## src/rtl/ds3_txf_pkg.sv

```systemverilog
package ds3_txf_pkg;
  typedef enum logic [2:0] {
    SLOT_PAY,
    SLOT_F,
    SLOT_M,
    SLOT_X,
    SLOT_P,
    SLOT_C
  } slot_e;

  typedef enum logic [1:0] {
    RDI_AUTO  = 2'b00,
    RDI_ONE   = 2'b01,
    RDI_ZERO  = 2'b10,
    RDI_AUTO2 = 2'b11
  } rdi_mode_e;
endpackage

```

## src/rtl/ds3_frame_pos.sv

```systemverilog
module ds3_frame_pos #(
  parameter int SUBF = 7,
  parameter int BLKS = 8,
  parameter int PAYB = 84,
  localparam int BLK_LEN = PAYB + 1,
  localparam int SUB_W = $clog2(SUBF),
  localparam int BLK_W = $clog2(BLKS),
  localparam int BIT_W = $clog2(BLK_LEN)
) (
  input  logic             clk,
  input  logic             rst,
  input  logic             bit_en,
  input  logic             sof_in,
  output logic [SUB_W-1:0] cur_sub,
  output logic [BLK_W-1:0] cur_blk,
  output logic [BIT_W-1:0] cur_bit,
  output logic             frame_start
);
  logic [SUB_W-1:0] cnt_sub;
  logic [BLK_W-1:0] cnt_blk;
  logic [BIT_W-1:0] cnt_bit;

  // the strobe overrides the running count for the current bit
  always_comb begin
    cur_sub = sof_in ? '0 : cnt_sub;
    cur_blk = sof_in ? '0 : cnt_blk;
    cur_bit = sof_in ? '0 : cnt_bit;
    frame_start = (cur_sub == '0) && (cur_blk == '0) && (cur_bit == '0);
  end

  always_ff @(posedge clk) begin
    if (rst) begin
      cnt_sub <= '0;
      cnt_blk <= '0;
      cnt_bit <= '0;
    end else if (bit_en) begin
      if (cur_bit == BIT_W'(BLK_LEN - 1)) begin
        cnt_bit <= '0;
        if (cur_blk == BLK_W'(BLKS - 1)) begin
          cnt_blk <= '0;
          cnt_sub <= (cur_sub == SUB_W'(SUBF - 1)) ? '0 : cur_sub + 1'b1;
        end else begin
          cnt_blk <= cur_blk + 1'b1;
          cnt_sub <= cur_sub;
        end
      end else begin
        cnt_bit <= cur_bit + 1'b1;
        cnt_blk <= cur_blk;
        cnt_sub <= cur_sub;
      end
    end
  end
endmodule

```

## src/rtl/ds3_slot_decode.sv

```systemverilog
module ds3_slot_decode
  import ds3_txf_pkg::*;
#(
  parameter int SUB_W = 3,
  parameter int BLK_W = 3,
  parameter int BIT_W = 7
) (
  input  logic [SUB_W-1:0] cur_sub,
  input  logic [BLK_W-1:0] cur_blk,
  input  logic [BIT_W-1:0] cur_bit,
  output slot_e            slot,
  output logic             fixed_val,
  output logic             is_c11
);
  logic [BLK_W-1:0] f_idx;

  always_comb begin
    slot      = SLOT_PAY;
    fixed_val = 1'b0;
    is_c11    = 1'b0;
    f_idx     = cur_blk >> 1;
    if (cur_bit == '0) begin
      if (cur_blk == '0) begin
        // first slot of subframe: X X P P M M M
        if (cur_sub < SUB_W'(2))      slot = SLOT_X;
        else if (cur_sub < SUB_W'(4)) slot = SLOT_P;
        else begin
          slot      = SLOT_M;
          fixed_val = (cur_sub == SUB_W'(5));
        end
      end else if (cur_blk[0]) begin
        // alignment pattern 1 0 0 1 over the four F slots
        slot      = SLOT_F;
        fixed_val = (f_idx == '0) || (f_idx == BLK_W'(3));
      end else begin
        slot   = SLOT_C;
        is_c11 = (cur_sub == '0) && (cur_blk == BLK_W'(2));
      end
    end
  end
endmodule

```

## src/rtl/ds3_parity_acc.sv

```systemverilog
module ds3_parity_acc (
  input  logic clk,
  input  logic rst,
  input  logic bit_en,
  input  logic frame_start,
  input  logic is_payload,
  input  logic bit_val,
  output logic p_prev
);
  logic acc;

  always_ff @(posedge clk) begin
    if (rst) begin
      acc    <= 1'b0;
      p_prev <= 1'b0;
    end else if (bit_en) begin
      if (frame_start) begin
        p_prev <= acc;
        acc    <= 1'b0;
      end else if (is_payload) begin
        acc <= acc ^ bit_val;
      end
    end
  end
endmodule

```

## src/rtl/ds3_tx_framer.sv

```systemverilog
module ds3_tx_framer
  import ds3_txf_pkg::*;
#(
  parameter int SUBF = 7,
  parameter int BLKS = 8,
  parameter int PAYB = 84
) (
  input  logic       clk,
  input  logic       rst,
  input  logic       bit_en,
  input  logic       sof_in,
  input  logic       data_in,
  input  logic       frame_gen_en,
  input  logic       pbit_gen_en,
  input  logic       cbit_gen_en,
  input  logic [1:0] rdi_mode,
  input  logic [3:0] rdi_mask,
  input  logic       alarm_los,
  input  logic       alarm_sef,
  input  logic       alarm_lof,
  input  logic       alarm_ais,
  output logic       data_out,
  output logic       out_valid,
  output logic       sof_out
);
  localparam int SUB_W = $clog2(SUBF);
  localparam int BLK_W = $clog2(BLKS);
  localparam int BIT_W = $clog2(PAYB + 1);

  logic [SUB_W-1:0] cur_sub;
  logic [BLK_W-1:0] cur_blk;
  logic [BIT_W-1:0] cur_bit;
  logic             frame_start;
  slot_e            slot;
  logic             fixed_val;
  logic             is_c11;
  logic             p_prev;
  logic             c11_phase;
  logic             alarm_hit;
  logic             rdi_bit;
  logic             gen_bit;

  ds3_frame_pos #(.SUBF(SUBF), .BLKS(BLKS), .PAYB(PAYB)) u_pos (
    .clk(clk), .rst(rst), .bit_en(bit_en), .sof_in(sof_in),
    .cur_sub(cur_sub), .cur_blk(cur_blk), .cur_bit(cur_bit),
    .frame_start(frame_start)
  );

  ds3_slot_decode #(.SUB_W(SUB_W), .BLK_W(BLK_W), .BIT_W(BIT_W)) u_dec (
    .cur_sub(cur_sub), .cur_blk(cur_blk), .cur_bit(cur_bit),
    .slot(slot), .fixed_val(fixed_val), .is_c11(is_c11)
  );

  // payload passes unchanged, so the input bit equals the output bit there
  ds3_parity_acc u_par (
    .clk(clk), .rst(rst), .bit_en(bit_en), .frame_start(frame_start),
    .is_payload(slot == SLOT_PAY), .bit_val(data_in), .p_prev(p_prev)
  );

  always_ff @(posedge clk) begin
    if (rst)                       c11_phase <= 1'b0;
    else if (bit_en && frame_start) c11_phase <= ~c11_phase;
  end

  always_comb begin
    alarm_hit = |(rdi_mask & {alarm_ais, alarm_lof, alarm_sef, alarm_los});
    unique case (rdi_mode_e'(rdi_mode))
      RDI_ONE:  rdi_bit = 1'b1;
      RDI_ZERO: rdi_bit = 1'b0;
      default:  rdi_bit = ~alarm_hit;
    endcase
  end

  always_comb begin
    gen_bit = data_in;
    unique case (slot)
      SLOT_F, SLOT_M: if (frame_gen_en) gen_bit = fixed_val;
      SLOT_X:         if (frame_gen_en) gen_bit = rdi_bit;
      SLOT_P:         if (frame_gen_en || pbit_gen_en) gen_bit = p_prev;
      SLOT_C:         if (frame_gen_en && cbit_gen_en) gen_bit = is_c11 & c11_phase;
      default:        gen_bit = data_in;
    endcase
  end

  always_ff @(posedge clk) begin
    if (rst) begin
      data_out  <= 1'b0;
      out_valid <= 1'b0;
      sof_out   <= 1'b0;
    end else begin
      out_valid <= bit_en;
      if (bit_en) begin
        data_out <= gen_bit;
        sof_out  <= frame_start;
      end else begin
        sof_out  <= 1'b0;
      end
    end
  end
endmodule

```

## config.mk

```make
export PLATFORM = sky130hd
export DESIGN_NAME = ds3_tx_framer
export DESIGN_NICKNAME = d
export VERILOG_FILES = /design/src/rtl/ds3_txf_pkg.sv /design/src/rtl/ds3_frame_pos.sv /design/src/rtl/ds3_slot_decode.sv /design/src/rtl/ds3_parity_acc.sv /design/src/rtl/ds3_tx_framer.sv
export SDC_FILE = /design/constraint.sdc
export NUM_CORES = 1
export LEC_CHECK = 0
export ABC_CLOCK_PERIOD_IN_PS = 3280
export CORE_ASPECT_RATIO = 1.75
export CORE_MARGIN = 10
export CORE_UTILIZATION = 30
export CTS_BUF_LIST = sky130_fd_sc_hd__clkbuf_16
export DETAILED_ROUTE_END_ITERATION = 12
export GPL_TIMING_DRIVEN = 0
export MAX_ROUTING_LAYER = met4
export SYNTH_ARGS = -nofsm -noshare
export SYNTH_HDL_FRONTEND = slang
export SYNTH_SLANG_ARGS = --single-unit
```

## constraint.sdc

```tcl
create_clock -name clk -period 3.28 [get_ports clk]
set_input_delay 0.328 -clock clk [delete_from_list [all_inputs] [get_ports clk]]
set_output_delay 0.328 -clock clk [all_outputs]
set_load 0.01 [all_outputs]
```

Word-level counts from Yosys, hierarchy flattened. Index checks and enable logic that the tools add are counted.

Register bits: 19. Latch bits: 0. RAM bits: 0. Bits in read-only memories: 0. Bits of input ports: 18. Output and inout port bits: 3. Logic and storage cells: 81. Memories kept: 0.

Add/subtract/negate cells: 3. $mul: 0. Div/mod/pow operators: 0. $lt $le $gt $ge: 2. Equality and inequality tests: 13. Shift operators: 0. Multiplexer cells: 30. Bitwise logic cells: 6. Reductions and logical operators: 18.

Operators by type and width (number): $mux W3 (12); $eq A3 B3 Y1 const B (5); $mux W1 (14); $mux W7 (2); $logic_not A3 Y1 (4); $eq A3 B2 Y1 const B (3); $add A7 B1 Y7 const B (1); $eq A7 B7 Y1 const B (1); $logic_not A7 Y1 (1); $add A3 B1 Y3 const B (2); $logic_and A1 B1 Y1 (5); $and A4 B4 Y4 (1); $eq A2 B2 Y1 const B (2); $pmux W1 S4 (1); $reduce_and A2 Y1 (2); $reduce_or A2 Y1 (2); $reduce_or A4 Y1 (1); $eq A3 B1 Y1 const B (1); $lt A3 B2 Y1 const B (1); $lt A3 B3 Y1 const B (1); $not A1 Y1 (3); $eq A2 B1 Y1 const B (1); $logic_or A1 B1 Y1 (2); $pmux W1 S2 (1); 3 further kinds (3).

Logic depth before layout (Yosys ltp).
Depth in word-level cells: 9. Mapped depth: 10. Mapped depth without buffers: 8.

Modules after synthesis. A second synthesis with hierarchy kept.

Cells, all modules: 181. Area, all modules: 1373.8 µm².

Modules (own cells, without submodules): ds3_frame_pos (instances 1, cells each 111, area each 877.1 µm², sequential area each 260.2 µm²); ds3_tx_framer (instances 1, cells each 41, area each 314.1 µm², sequential area each 80.1 µm²); ds3_slot_decode (instances 1, cells each 17, area each 96.3 µm², sequential area each 0.0 µm²); ds3_parity_acc (instances 1, cells each 12, area each 86.3 µm², sequential area each 40.0 µm²).

Least setup slack after synthesis. Ideal clock, no wire load.

Kind: input-to-reg. From: input sof_in. To: register u_pos.cnt_bit[6]. Setup time: 70 ps. Data arrival time: 1862 ps. Data required time: 3210 ps. Path slack: 1348 ps. Cell stages on the path: 10. Buffers on the path: 2. Path through: buf_2 -> clkbuf_1 -> nand2b_1 -> inv_1 -> ha_1 -> and4b_1 -> and3_1 -> nor3_1 -> o21ai_1 -> a21oi_1.

Cells in the longest elaborated chain, start to end: 3. Elaborated cells between the ends (all ways): 4. Those cells by class: add/sub: 1; eq/ne: 1; mux: 2.

Ends and longest elaborated chain: start: declaration (RTL line ds3_tx_framer.sv:11) `input logic sof_in,`; $mux W7 (*) (RTL line ds3_frame_pos.sv:27) `cur_bit = sof_in ? '0 : cnt_bit;`; $add A7 B1 Y7 or $eq A7 B7 Y1 (tied branches) (RTL line ds3_frame_pos.sv:47, ds3_frame_pos.sv:37); $mux W7 (*) (RTL line ds3_frame_pos.sv:37) `if (cur_bit == BIT_W'(BLK_LEN - 1)) begin`; end signal: assignment (RTL line ds3_frame_pos.sv:47) `cnt_bit <= cur_bit + 1'b1;`; end: declaration (RTL line ds3_frame_pos.sv:21) `logic [BIT_W-1:0] cnt_bit;`.

Every way passes the cells marked *; elsewhere a longest branch is shown, timed or not. A chain may end at the register's enable or synchronous reset.

Final worst setup path. Same ends and word-level chain as after synthesis.

==> impl_results.md <==
* Status: finished clean
* Synth Cell Area at 0.00126 mm2
* Critical path arrival at 2.87 ns
* CP Launch Type: input port
* Antenna Nets Post-Route at 0
* Initial core utilization at 0.306
* Diode count at 0
* P per Cell Area at 359 mW/mm2
* Core area at 0.00411 mm2
* Sequential share of power at 0.421
* Worst Max-Slew Pin Slew at 0.479 ns
* Initial antenna violation count at 0
* Starting DRT DRC Count at 50
* IO Port Bufs at 19
* Post-DP HPWL at 2610 um
* Setup CP Type: in2reg
* Routed WL at 3350 um
* Max Clk Rate at 0.372 GHz
* Max-cap violations at 0
* Internal power at 0.441 mW
* RSZ-0062 raised after global routing: no
* Fin area at 0.00159 mm2
* CTS Buffer Depth at 2
* Crit end category: flip-flop
* First-pass GRT wire length at 5770 um
* Share of cells above drive strength 1 at 0.101
* Worst-path fanout max at 10
* Routed wl met3 at 190 um
* Worst endpoint required time at 3.46 ns
* CTS resizes at 0
* Final setup viols at 0
* Hold-fix buffers, CTS at 0
* Syn avg cell area at 8.06 um2
* Compound-Gate Fraction of Synth Area at 0.253
* Number of flops mapped to enable cells by yosys at 0
* Adder and majority gate portion of the synthesized area at 0.0697
* Synth Area in XOR/XNOR at 0.0139
* Clock buffers created by TritonCTS at 3
* Placed Area at 0.00151 mm2
* Proportion of synthesized area in mux cells at 0.0159
* Syn Inst Count at roughly 160
* DR vias/cell at approximately 5.4
* Sw Share at 0.229
* Fillers at between 400 and 500
* Clock insertion delay at the later pin of the skew report at roughly 0.25 ns
* Lkg Pwr at 0.623 nW
* Die X at a little under 70 um
* Post-synthesis async set-or-reset flop share at 0
* Yosys reg bits at 19
* Relative slew slack at 0.681
* Top FF cell, synth: dfxtp_1
* Yosys cell types at 48
* Fin crit share at 0.821
* Final Hold Fails at 0
* Rows at 31
* Skew final at 0.00405 ns
* Maximum level of the CTS H-tree at 1
* Comb power frac at 0.134
* Grt ovf at 0
* Gr usage total at 0.0995
* Clock transition at the registers of the reported paths at ~0.060 ns
* Pin count of the biggest net entering global routing at 12
* Sequential area share after synthesis at 0.302
* Tmin final at 2.69 ns
* Clk root buf: clkbuf_16
* Area delta synth->final at 26.4%
* Post-synthesis simple-gate area fraction at 0.289
* Clk pwr share at 0.445
* Io pins at 21
* Main combinational cell family by area after synthesis: simple AND/OR/NAND/NOR gates
* Die Y at 106 um
* Vias at 1,221
* Worst hold path type: in2reg
* Layout Nets at 205
* Met1 WL at 1410 um
* DRC at 0
* WL/cell at around 15 um
* Yosys warns at 0
* Final setup TNS at 0 ns
* Final slew viol count at 0
* TritonCTS clock tree: yes
* Syn_nets at 181
* Die area at 0.00728 mm2
* Total clock sinks at 19
* GP Congestion at 0.831
* Wire length on met2 at ~1700 um
* Pre-Repair DR Iteration Count at 6
* Setup Fix Bufs, Post-CTS at 0
* Top Layer Used: met4
* Max VDD drop at 251 uV
* Vias in the first global route at 1,211
* Switch Pwr at 0.131 mW
-- sequential cells by signal, summed over array words and instances, names as in the netlist --
signal,flops
u_pos.cnt_blk,3
u_pos.cnt_bit,7
u_par.p_prev,1
data_out,1
c11_phase,1
out_valid,1
u_pos.cnt_sub,3
u_par.acc,1
sof_out,1
-- cells in the mapped netlist (2+ instances only) --
cell | number | share of area
dfxtp_1 | 19 | 0.30
a21oi_1 | 17 | 0.068
nor2_1 | 16 | 0.048
ha_1 | 7 | 0.070
inv_1 | 7 | 0.021
nand2_1 | 6 | 0.018
o21ai_0 | 6 | 0.024
a31oi_1 | 5 | 0.025
nand2b_1 | 5 | 0.025
nor3_1 | 5 | 0.020
o21ai_1 | 5 | 0.020
nand3_1 | 4 | 0.016
nor2b_1 | 4 | 0.020
a22oi_1 | 3 | 0.018
clkbuf_1 | 3 | 0.0090
nand3b_1 | 3 | 0.018
o211ai_1 | 3 | 0.018
o31ai_1 | 3 | 0.018
and2_1 | 2 | 0.0099
buf_2 | 2 | 0.0080
mux2i_1 | 2 | 0.016
nor4b_1 | 2 | 0.014
xnor2_1 | 2 | 0.014
-- final cells by class --
cell class	instances	area (um2)	share of cell area
clock buffer	3	75.1	0.0472
clock inverter	1	5.00	0.00315
buffer	7	40.0	0.0252
multi-input combinational	122	806	0.507
inverter	8	31.3	0.0197
tap	49	61.3	0.0386
timing repair buffer	19	190	0.120
sequential	19	380	0.239
-- layout by cell type (no fill, tap or decap), types with 4 or more instances in the layout --
master and n:
a31oi_1 5, inv_1 7, a21oi_1 17, ha_1 7, nand3_1 4, nor2b_1 4
dfxtp_1 19, clkdlybuf4s50_1 19, nand2b_1 5, o21ai_0 6, o21ai_1 5, nand2_1 6
nor3_1 5, nor2_1 16
-- metal layers --
layer,track usage,vias up
met2,0.165,25
met5,-,-
met4,0.0411,0
li1,-,614
met3,0.0191,6
met1,0.110,576
-- worst max-delay path, stage by stage --
cell and delay, ns:
clkdlybuf4s50_1 0.62, buf_2 0.29, clkbuf_1 0.38, nand2b_1 0.19
inv_1 0.05, ha_1 0.22, and4b_1 0.22, and3_1 0.20
nor3_1 0.15, o21ai_1 0.08, a21oi_1 0.14
-- per-stage QoR --
step                std cells  setup WS (ns)  hold slack, ns  power, mW  utilization
finish                    228          0.589           0.322      0.571        0.386
global route              228          0.297           0.342      0.592        0.386
CTS                       228          0.577           0.317      0.579        0.386
detailed placement        224          0.328           0.489      0.323        0.367
global placement          224          0.319           0.493      0.323        0.367
floorplan                 156           1.35           0.461      0.285            -
-- path summary, 6_finish.rpt --
kind,startpoint,to,slack [ns],cells past startpoint
worst max register to register,u_pos.cnt_blk[0],data_out,1.60,7
worst min register to register,u_par.acc,u_par.acc,0.49,2
worst min-delay path,rst,u_pos.cnt_bit[5],0.32,2
worst max-delay path,sof_in,u_pos.cnt_bit[6],0.59,11
-- power groups by stage --
stage | Clock (mW) | Combinational (mW) | Sequential, mW
after global placement | 0 | 0.0777 | 0.245
after detailed placement | 0 | 0.0777 | 0.245
after CTS | 0.261 | 0.0780 | 0.240
after global routing | 0.266 | 0.0855 | 0.241
final | 0.254 | 0.0768 | 0.240
after floorplan | 0 | 0.0389 | 0.246
-- cells by family after synthesis --
logic type,count (synthesis)
simple gates,61
compound gates,50
flops,19
buf+inv,15
fa+ha+maj,7
xor+xnor,2
mux,2
Note: power is estimated with default switching activity, not from simulation.
